`src/rtl/xs_pkg.sv`:
```
// Package xs_pkg
// Shared phase encoding for the transform wrapper.
// Assumes: nothing beyond the consumers importing it.
package xs_pkg;
    typedef enum logic [1:0] {
        PH_WAIT  = 2'd0,
        PH_FILL  = 2'd1,
        PH_CRUNCH = 2'd2,
        PH_DRAIN = 2'd3
    } xs_phase_e;
endpackage

```
`src/rtl/xs_buf.sv`:
```
// Module xs_buf
// Coefficient store with one write port and two combinational read ports:
// port A feeds the output stream, port B serves the engine.
// Assumes: the caller selects the single write source per cycle.
module xs_buf #(
    parameter int DEPTH = 256,
    parameter int CW    = 12,
    localparam int AW   = $clog2(DEPTH)
) (
    input  logic          clk,
    input  logic          wr_en,
    input  logic [AW-1:0] wr_addr,
    input  logic [CW-1:0] wr_data,
    input  logic [AW-1:0] rd_a_addr,
    output logic [CW-1:0] rd_a_data,
    input  logic [AW-1:0] rd_b_addr,
    output logic [CW-1:0] rd_b_data
);
    logic [CW-1:0] mem [DEPTH];

    // Store one coefficient per enabled cycle.
    always_ff @(posedge clk) begin
        if (wr_en) begin
            mem[wr_addr] <= wr_data;
        end
    end

    // Unregistered reads on both ports.
    always_comb begin
        rd_a_data = mem[rd_a_addr];
        rd_b_data = mem[rd_b_addr];
    end
endmodule

```
`src/rtl/xs_ctrl.sv`:
```
// Module xs_ctrl
// Four-phase sequencer (wait, fill, crunch, drain) with a shared index counter
// and the registered one-cycle pulses toward the enclosing design and engine.
// Assumes: in_fire/out_fire are valid&ready of the respective streams.
module xs_ctrl
    import xs_pkg::*;
#(
    parameter int DEPTH = 256,
    localparam int AW   = $clog2(DEPTH),
    localparam logic [AW-1:0] LAST = AW'(DEPTH - 1)
) (
    input  logic          clk,
    input  logic          rst_n,
    input  logic          start_req,
    input  logic          in_fire,
    input  logic          out_fire,
    input  logic          eng_fin,
    output xs_phase_e     phase,
    output logic [AW-1:0] idx,
    output logic          at_last,
    output logic          ready_pulse,
    output logic          done_pulse,
    output logic          launch_pulse
);
    xs_phase_e     phase_q;
    logic [AW-1:0] idx_q;
    logic          ready_q;
    logic          done_q;
    logic          launch_q;

    // Phase transitions, index stepping and pulse generation.
    always_ff @(posedge clk) begin
        if (!rst_n) begin
            phase_q  <= PH_WAIT;
            idx_q    <= '0;
            ready_q  <= 1'b0;
            done_q   <= 1'b0;
            launch_q <= 1'b0;
        end else begin
            ready_q  <= 1'b0;
            done_q   <= 1'b0;
            launch_q <= 1'b0;
            unique case (phase_q)
                PH_WAIT: begin
                    if (start_req) begin
                        phase_q <= PH_FILL;
                        idx_q   <= '0;
                    end
                end
                PH_FILL: begin
                    if (in_fire) begin
                        if (idx_q == LAST) begin
                            phase_q  <= PH_CRUNCH;
                            idx_q    <= '0;
                            ready_q  <= 1'b1;
                            launch_q <= 1'b1;
                        end else begin
                            idx_q <= idx_q + 1'b1;
                        end
                    end
                end
                PH_CRUNCH: begin
                    if (eng_fin && !launch_q) begin
                        phase_q <= PH_DRAIN;
                        idx_q   <= '0;
                    end
                end
                PH_DRAIN: begin
                    if (out_fire) begin
                        if (idx_q == LAST) begin
                            phase_q <= PH_WAIT;
                            idx_q   <= '0;
                            done_q  <= 1'b1;
                        end else begin
                            idx_q <= idx_q + 1'b1;
                        end
                    end
                end
                default: phase_q <= PH_WAIT;
            endcase
        end
    end

    // Expose registered state.
    always_comb begin
        phase        = phase_q;
        idx          = idx_q;
        at_last      = (idx_q == LAST);
        ready_pulse  = ready_q;
        done_pulse   = done_q;
        launch_pulse = launch_q;
    end


    ready_once_chk: assert property (@(posedge clk) disable iff (!rst_n)
        ready_q |=> !ready_q);

    launch_once_chk: assert property (@(posedge clk) disable iff (!rst_n)
        launch_q |=> !launch_q && phase_q == PH_CRUNCH);

    done_once_chk: assert property (@(posedge clk) disable iff (!rst_n)
        done_q |=> !done_q);

    done_in_wait_chk: assert property (@(posedge clk) disable iff (!rst_n)
        done_q |-> phase_q == PH_WAIT);

    busy_start_ignored_chk: assert property (@(posedge clk) disable iff (!rst_n)
        (phase_q == PH_CRUNCH && !eng_fin) |=> phase_q == PH_CRUNCH);
endmodule

```
`src/rtl/xform_shell.sv`:
```
// Module xform_shell
// Wraps an external polynomial transform engine behind block-level
// start/idle/ready/done control and ready/valid coefficient streams.
// Assumes: the engine touches the buffer only between eng_start and eng_done.
module xform_shell
    import xs_pkg::*;
#(
    parameter int DEPTH = 256,
    parameter int CW    = 12,
    parameter int SW    = 16,
    localparam int AW   = $clog2(DEPTH)
) (
    input  logic          clk,
    input  logic          rst_n,
    input  logic          blk_start,
    output logic          blk_idle,
    output logic          blk_ready,
    output logic          blk_done,
    input  logic [SW-1:0] in_tdata,
    input  logic          in_tvalid,
    output logic          in_tready,
    output logic [SW-1:0] out_tdata,
    output logic          out_tvalid,
    input  logic          out_tready,
    output logic          out_tlast,
    output logic          eng_start,
    input  logic          eng_done,
    input  logic [AW-1:0] eng_rd_addr,
    output logic [CW-1:0] eng_rd_data,
    input  logic          eng_wr_en,
    input  logic [AW-1:0] eng_wr_addr,
    input  logic [CW-1:0] eng_wr_data
);
    xs_phase_e     phase;
    logic [AW-1:0] idx;
    logic          at_last;
    logic          in_fire;
    logic          out_fire;
    logic          wr_en;
    logic [AW-1:0] wr_addr;
    logic [CW-1:0] wr_data;
    logic [CW-1:0] drain_word;

    // Stream handshakes and block-level indications from the phase.
    always_comb begin
        blk_idle   = (phase == PH_WAIT);
        in_tready  = (phase == PH_FILL);
        out_tvalid = (phase == PH_DRAIN);
        out_tlast  = out_tvalid && at_last;
        in_fire    = in_tready && in_tvalid;
        out_fire   = out_tvalid && out_tready;
        out_tdata  = {{(SW - CW){1'b0}}, drain_word};
    end

    // Pick the buffer writer: input stream while filling, engine while crunching.
    always_comb begin
        if (phase == PH_FILL) begin
            wr_en   = in_fire;
            wr_addr = idx;
            wr_data = in_tdata[CW-1:0];
        end else begin
            wr_en   = eng_wr_en && (phase == PH_CRUNCH);
            wr_addr = eng_wr_addr;
            wr_data = eng_wr_data;
        end
    end

    xs_ctrl #(.DEPTH(DEPTH)) u_ctrl (
        .clk          (clk),
        .rst_n        (rst_n),
        .start_req    (blk_start),
        .in_fire      (in_fire),
        .out_fire     (out_fire),
        .eng_fin      (eng_done),
        .phase        (phase),
        .idx          (idx),
        .at_last      (at_last),
        .ready_pulse  (blk_ready),
        .done_pulse   (blk_done),
        .launch_pulse (eng_start)
    );

    xs_buf #(.DEPTH(DEPTH), .CW(CW)) u_buf (
        .clk       (clk),
        .wr_en     (wr_en),
        .wr_addr   (wr_addr),
        .wr_data   (wr_data),
        .rd_a_addr (idx),
        .rd_a_data (drain_word),
        .rd_b_addr (eng_rd_addr),
        .rd_b_data (eng_rd_data)
    );


    stall_hold_chk: assert property (@(posedge clk) disable iff (!rst_n)
        (out_tvalid && !out_tready) |=> (out_tvalid && $stable(out_tdata)));

    idle_quiet_chk: assert property (@(posedge clk) disable iff (!rst_n)
        blk_idle |-> (!in_tready && !out_tvalid));

    done_with_idle_chk: assert property (@(posedge clk) disable iff (!rst_n)
        blk_done |-> blk_idle);

    ready_with_launch_chk: assert property (@(posedge clk) disable iff (!rst_n)
        blk_ready |-> eng_start);

    last_needs_valid_chk: assert property (@(posedge clk) disable iff (!rst_n)
        out_tlast |-> out_tvalid);

    streams_exclusive_chk: assert property (@(posedge clk) disable iff (!rst_n)
        !(in_tready && out_tvalid));
endmodule

```
`config.mk`:
```
export PLATFORM = sky130hd
export DESIGN_NAME = xform_shell
export DESIGN_NICKNAME = d
export VERILOG_FILES = /design/src/rtl/xs_pkg.sv /design/src/rtl/xs_buf.sv /design/src/rtl/xs_ctrl.sv /design/src/rtl/xform_shell.sv
export SDC_FILE = /design/constraint.sdc
export NUM_CORES = 2
export LEC_CHECK = 0
export BUFFER_PORTS_ARGS = -buffer_cell sky130_fd_sc_hd__buf_2
export CORE_MARGIN = 4
export CORE_UTILIZATION = 40
export CTS_CLUSTER_SIZE = 12
export DETAILED_ROUTE_END_ITERATION = 10
export GPL_TIMING_DRIVEN = 0
export PLACE_DENSITY = 0.62
export SETUP_SLACK_MARGIN = 0.2
export SLEW_MARGIN = 10
export SYNTH_ARGS = -nofsm -noshare
export SYNTH_HDL_FRONTEND = slang
export SYNTH_SLANG_ARGS = --single-unit
```
`constraint.sdc`:
```
create_clock -name clk -period 5.1 [get_ports clk]
set_input_delay 1.02 -clock clk [delete_from_list [all_inputs] [get_ports clk]]
set_output_delay 1.02 -clock clk [all_outputs]
set_load 0.01 [all_outputs]
```
* Yosys cells after proc, flatten, opt, wreduce, memory -nomap -nowiden *
Memory sizes are Yosys's and may differ from the RTL's. A register that Yosys moved wholly into a read port is not among the register bits.
Cells that the tools add are included.

cells by class
  add/sub/neg operators = 1
  multiplexer cells = 21
  equality and inequality tests = 10
  reductions and logical operators = 11

operator list
  kind                                                   count
  two-way mux 8 bit                                      8
  case mux 8 bit (4 select lines)                        1
  two-way mux 12 bit                                     1
  two-way mux 2 bit                                      6
  inequality test 2 x 1 -> 1 bit, second input constant  5
  adder 8 x 1 -> 8 bit, second input constant            1
  equality test 8 bit, second input constant             1
  case mux 2 bit (4 select lines)                        1
  AND reduction 3 bit                                    2
  AND reduction 6 bit                                    1
  logical AND 1 bit                                      5
  equality test 2 bit, second input constant             2
  two-way mux 1 bit                                      4
  AND reduction 4 bit                                    1
  equality test 2 x 1 -> 1 bit, second input constant    1
  logical NOT 2 bit                                      1
  inequality test 2 bit, second input constant           1
  logical NOT 1 bit                                      1

storage, ports and cells
  flip-flop bits (word level) = 12
  memories = 1
  word-level logic and storage cells = 48
  memory bits (writable) = 3072
  input port bits = 51
  output and inout port bits = 35

memories
  name       words  bits a word  rd ports  clocked after Yosys merged registers in  wr ports  RTL line      text
  u_buf.mem  256    12           2         1                                        1         xs_buf.sv:19  logic [CW-1:0] mem [DEPTH];

* Longest topological paths before layout *
  depth in word-level cells = 6
  mapped depth = 12
  mapped depth without buffers = 8

* Hierarchy *
Synthesis repeated with hierarchy kept, for this count alone.

unflattened totals
  cells, all modules = 7404
  area, all modules = 143366.2 um^2

modules (own cells, without submodules)
  module       sequential area each (um^2)  cells an instance  area an instance (um^2)  instances
  xs_buf       92248.5                      7292               142237.7                 1
  xs_ctrl      240.2                        76                 703.2                    1
  xform_shell  0.0                          36                 425.4                    1

* Worst setup path after synthesis *
No wires, ideal clock.

  path type = flip-flop to flip-flop
  start = reg u_ctrl.phase_q[1] (netlist: u_ctrl.phase[1])
  end = mem u_buf.mem[0][10], data pin
  period minus slack after synthesis = 4.041 ns
  arrival time = 3.485 ns
  stages on the path, launching flop included = 7
  buffers on the path = 3
  data required time = 4.544 ns
  library setup time = 0.556 ns
  path slack = 1.059 ns
  cell sequence = dfxtp_1 > inv_1 > ha_1 > clkbuf_1 > buf_1 > buf_1 > mux2_2

on the way
  word-level cells in the longest chain between the ends = 2

RTL lines
  what                          RTL line           text
  start: declaration            xs_ctrl.sv:25      xs_phase_e phase_q;
  start signal: assignment      xs_ctrl.sv:34      phase_q <= PH_WAIT;
  start signal: assignment      xs_ctrl.sv:46      phase_q <= PH_FILL;
  start signal: assignment      xs_ctrl.sv:53      phase_q <= PH_CRUNCH;
  equality test 2 x 1 -> 1 bit  -
  net in_tready                 xform_shell.sv:21  output logic in_tready,
  two-way mux 12 bit            xform_shell.sv:57  if (phase == PH_FILL) begin
  net u_buf.wr_data[10]         xs_buf.sv:13       input logic [CW-1:0] wr_data,
  end: declaration              xs_buf.sv:19

The timed path passes the listed nets, and every way through them passes these cells.

==> flow_summary.ini <==
[run_status]
status = finished, violations left
violations = setup timing

[route]
antenna_left = 0
drc_errors = 0
wl_per_cell_um = 48.8
routed_via_density = 7.23
drt-total-wl_mm = 653
route.vias.total = 96600
first_iter_violations = 18900
dr.pass1.iters = 9

[setup_path]
cp_slowest_cell = nor4_4
worst-path-buf-inv = 5
cp.arrival_ns = 4.75
worstPathRequired_ns = 4.08
crit_top_cell = buf_6
crit_path_end_kind = output pin
cp_max_fo = 10
cp_slowest_stage_delay_ns = 0.89
crit_type = register to output pin
crit_family = buffers and inverters
crit_chain = buf_6 -> buf_6 -> buf_6 -> clkbuf_8 -> mux4_2 -> mux2i_1 -> o211ai_1 -> nor4_4 -> nor4_4 -> buf_2
start_kind = register

[placement]
place_area_um2 = 155000
routabilityCongestion = 1.09
dp_hpwl_mm = 465
pre_cts_ws_ns = -2.65
portBuffers = 75

[yosys]
synth_fa_ha_area_share_pct = 0.0435
synth_top_cell_by_area = edfxtp_1
ys_ff_latch = 3092
yosys-top-cells-area = edfxtp_1, mux4_2, mux2i_1
netlist_area_um2 = 144000
synth_edf_count = 3072
synth-async-reset-ratio_pct = 0
synth_compound_area_share_pct = 6.18
syn_avg_cell_area_um2 = 19.3
yosysWarnings = 0
synth_top_cell_area_share_pct = 64.2
synth_cell_types = 73
muxShareOfSynthArea_pct = 24.2
synth_xor_area_share_pct = 0.0427
synth_top_family_by_area = multiplexers
yosysSeqAreaShare_pct = 64.5
synth_ff_type = edfxtp_1
synth-simple-area-share_pct = 2.33
synthCells = 7447
yosysMostFrequentCell = edfxtp_1
ys_top_cells_by_count = edfxtp_1, mux4_2, mux2i_1

[global_route]
grt_pass1_vias = 92400
antenna_found_initial = 49
grt_max_degree = 134
grt_pass1_wl_mm = 852
track_usage_pct = 34.5
grt_overflow = 0

[layout]
final_nets = 8371
design_area_um2 = 176000
area_growth_pct = 22.5
layout-drive-gt1-share_pct = 44.1
final_util_pct = 49.3
n_fill_cell = 28700

[clock_tree]
ctsHoldBuffers = 0
insertion_delay_ns = 1.00
clockBufferDepth = 4
numCtsBuffers = 340
clk_root_buffer_cell = clkbuf_16
clk_pin_slew_worst_paths_ns = 0.06
cts_tree = built
ctsHtreeMaxLevel = 5
cts.sinks = 3092

[sta]
final_max_slew_viol_count = 0
fin_tns_setup_ns = -7.37
fin_crit_sh_pct = 113
finalHoldViolations = 0
fin_crit_ns = 5.77
setup_slack_ns = -0.667
skew_ns = 0.0872
maxSlewHeadroom_pct = 11.3
fmax_mhz = 173
worst_slew_pin_slew_ns = 1.32
grt_setup_unrepaired = true
finalSetupViolCount = 30

[floorplanning]
fp.dieH_um = 607
std_cell_rows = 219
num_io_pins = 86
core-area_um2 = 357000
die-area_um2 = 369000
start_util_pct = 40.3
die_w_um = 607

[min_path]
worst_hold_path_type = input pin to register

[pwr]
p_per_area_nw_per_um2 = 393
ir_worst_vdd_mv = 0.324
p_leak_uw = 0.0540

[job]
drv_cap = 0
-- worst min-delay path: stages --
cell,delay (ns)
buf_2,0.10
nand2_1,0.07
nor2_1,0.05
-- flip-flops by register name (all words and copies together), names as in the netlist, named ones only --
| register | cells |
|---|---|
| u_buf.mem | 3072 |
| u_ctrl.done_pulse | 1 |
| u_ctrl.idx | 8 |
| u_ctrl.launch_pulse | 1 |
| u_ctrl.phase | 2 |
-- power by group --
| part | total (µW) | internal, µW | switching (µW) | leakage, µW |
|---|---|---|---|---|
| registers | 29900 | 29900 | 45.5 | 0.0278 |
| logic | 15100 | 5400 | 9670 | 0.0211 |
| clock network | 24100 | 13500 | 10700 | 0.00512 |
| total | 69200 | 48800 | 20400 | 0.0540 |
-- final timing paths --
check / start / endpoint / slack, ns / depth (start not counted)
hold / removal: in_tvalid / u_ctrl.launch_pulse$_SDFF_PN0_ / 0.31 / 3
setup / recovery: register / out_tdata[6] / -0.67 / 10
hold reg to reg: u_ctrl.idx[1]$_SDFFE_PN0P_ / u_ctrl.idx[1]$_SDFFE_PN0P_ / 0.62 / 2
setup reg to reg: u_ctrl.phase[1]$_SDFFE_PN0P_ / u_buf.mem[198][4]$_DFFE_PP_ / -0.08 / 9
-- layer usage --
| layer | vias up | global-route usage (%) | wire length (µm) |
|---|---|---|---|
| li1 | 34200 | - | - |
| met1 | 51000 | 41.5 | 212000 |
| met2 | 9122 | 48.3 | 273000 |
| met3 | 2220 | 15.2 | 102000 |
| met4 | 18 | 27.3 | 64900 |
| met5 | - | 0.323 | 380 |
-- per-stage QoR --
stage                     power (µW)  instances  hold WS [ns]
final                          69200      13400         0.307
after global routing           70100      13300         0.314
after CTS                      68100      13300         0.288
after detailed placement       42900      12500         0.584
after global placement         42700      12300         0.551
after floorplan                37200       7450         0.532
-- logic make-up after synthesis --
logic type / after synthesis
xor gates and xnor gates: 7
muxes: 1779
other: 1
and+or+nand+nor: 718
adders and majority gates: 5
DFF: 3092
AOI/OAI and AO/OA: 1210
buffers and inverters: 635
-- cell usage in the layout, fill, tap and decap left out, types with 25 or more instances in the layout --
cell type,n
a211oi_1,27
a21oi_1,151
a21oi_2,46
a221oi_1,46
a221oi_4,25
a22o_1,91
a22oi_1,313
a22oi_2,34
buf_12,122
buf_16,105
buf_2,100
buf_4,205
buf_6,149
buf_8,216
clkbuf_1,125
clkbuf_16,350
clkbuf_2,96
clkbuf_4,64
clkbuf_8,29
clkinv_1,71
clkinv_2,56
diode_2,46
edfxtp_1,3072
mux2_2,49
mux2i_1,315
mux2i_2,25
mux4_2,1353
nand2_1,103
nor2_1,75
nor2_2,244
nor2_4,33
nor2b_1,47
o21ai_1,29
o221ai_1,41
o221ai_2,43
o22ai_1,63
o22ai_2,25
-- timing repair --
action                     4_1_cts  5_1_grt
pin swaps                      119       97
buffers inserted               152       61
hold endpoints to repair         0        0
setup endpoints to repair     1752      242
resized for setup             1625      237
cloned                           8        4
-- cell type report --
type	count	area, µm²	area share (%)
clock inverters	173	1510	0.856
clock buffers	422	8960	5.09
diodes	46	115	0.0654
multi-input cells	3723	52800	30.0
repair buffers	523	6890	3.92
inverters	12	51.3	0.0291
flip-flops and latches	3092	92700	52.6
well taps	4751	5940	3.38
plain buffers	623	7090	4.03
Note: power is estimated with default switching activity, not from simulation.
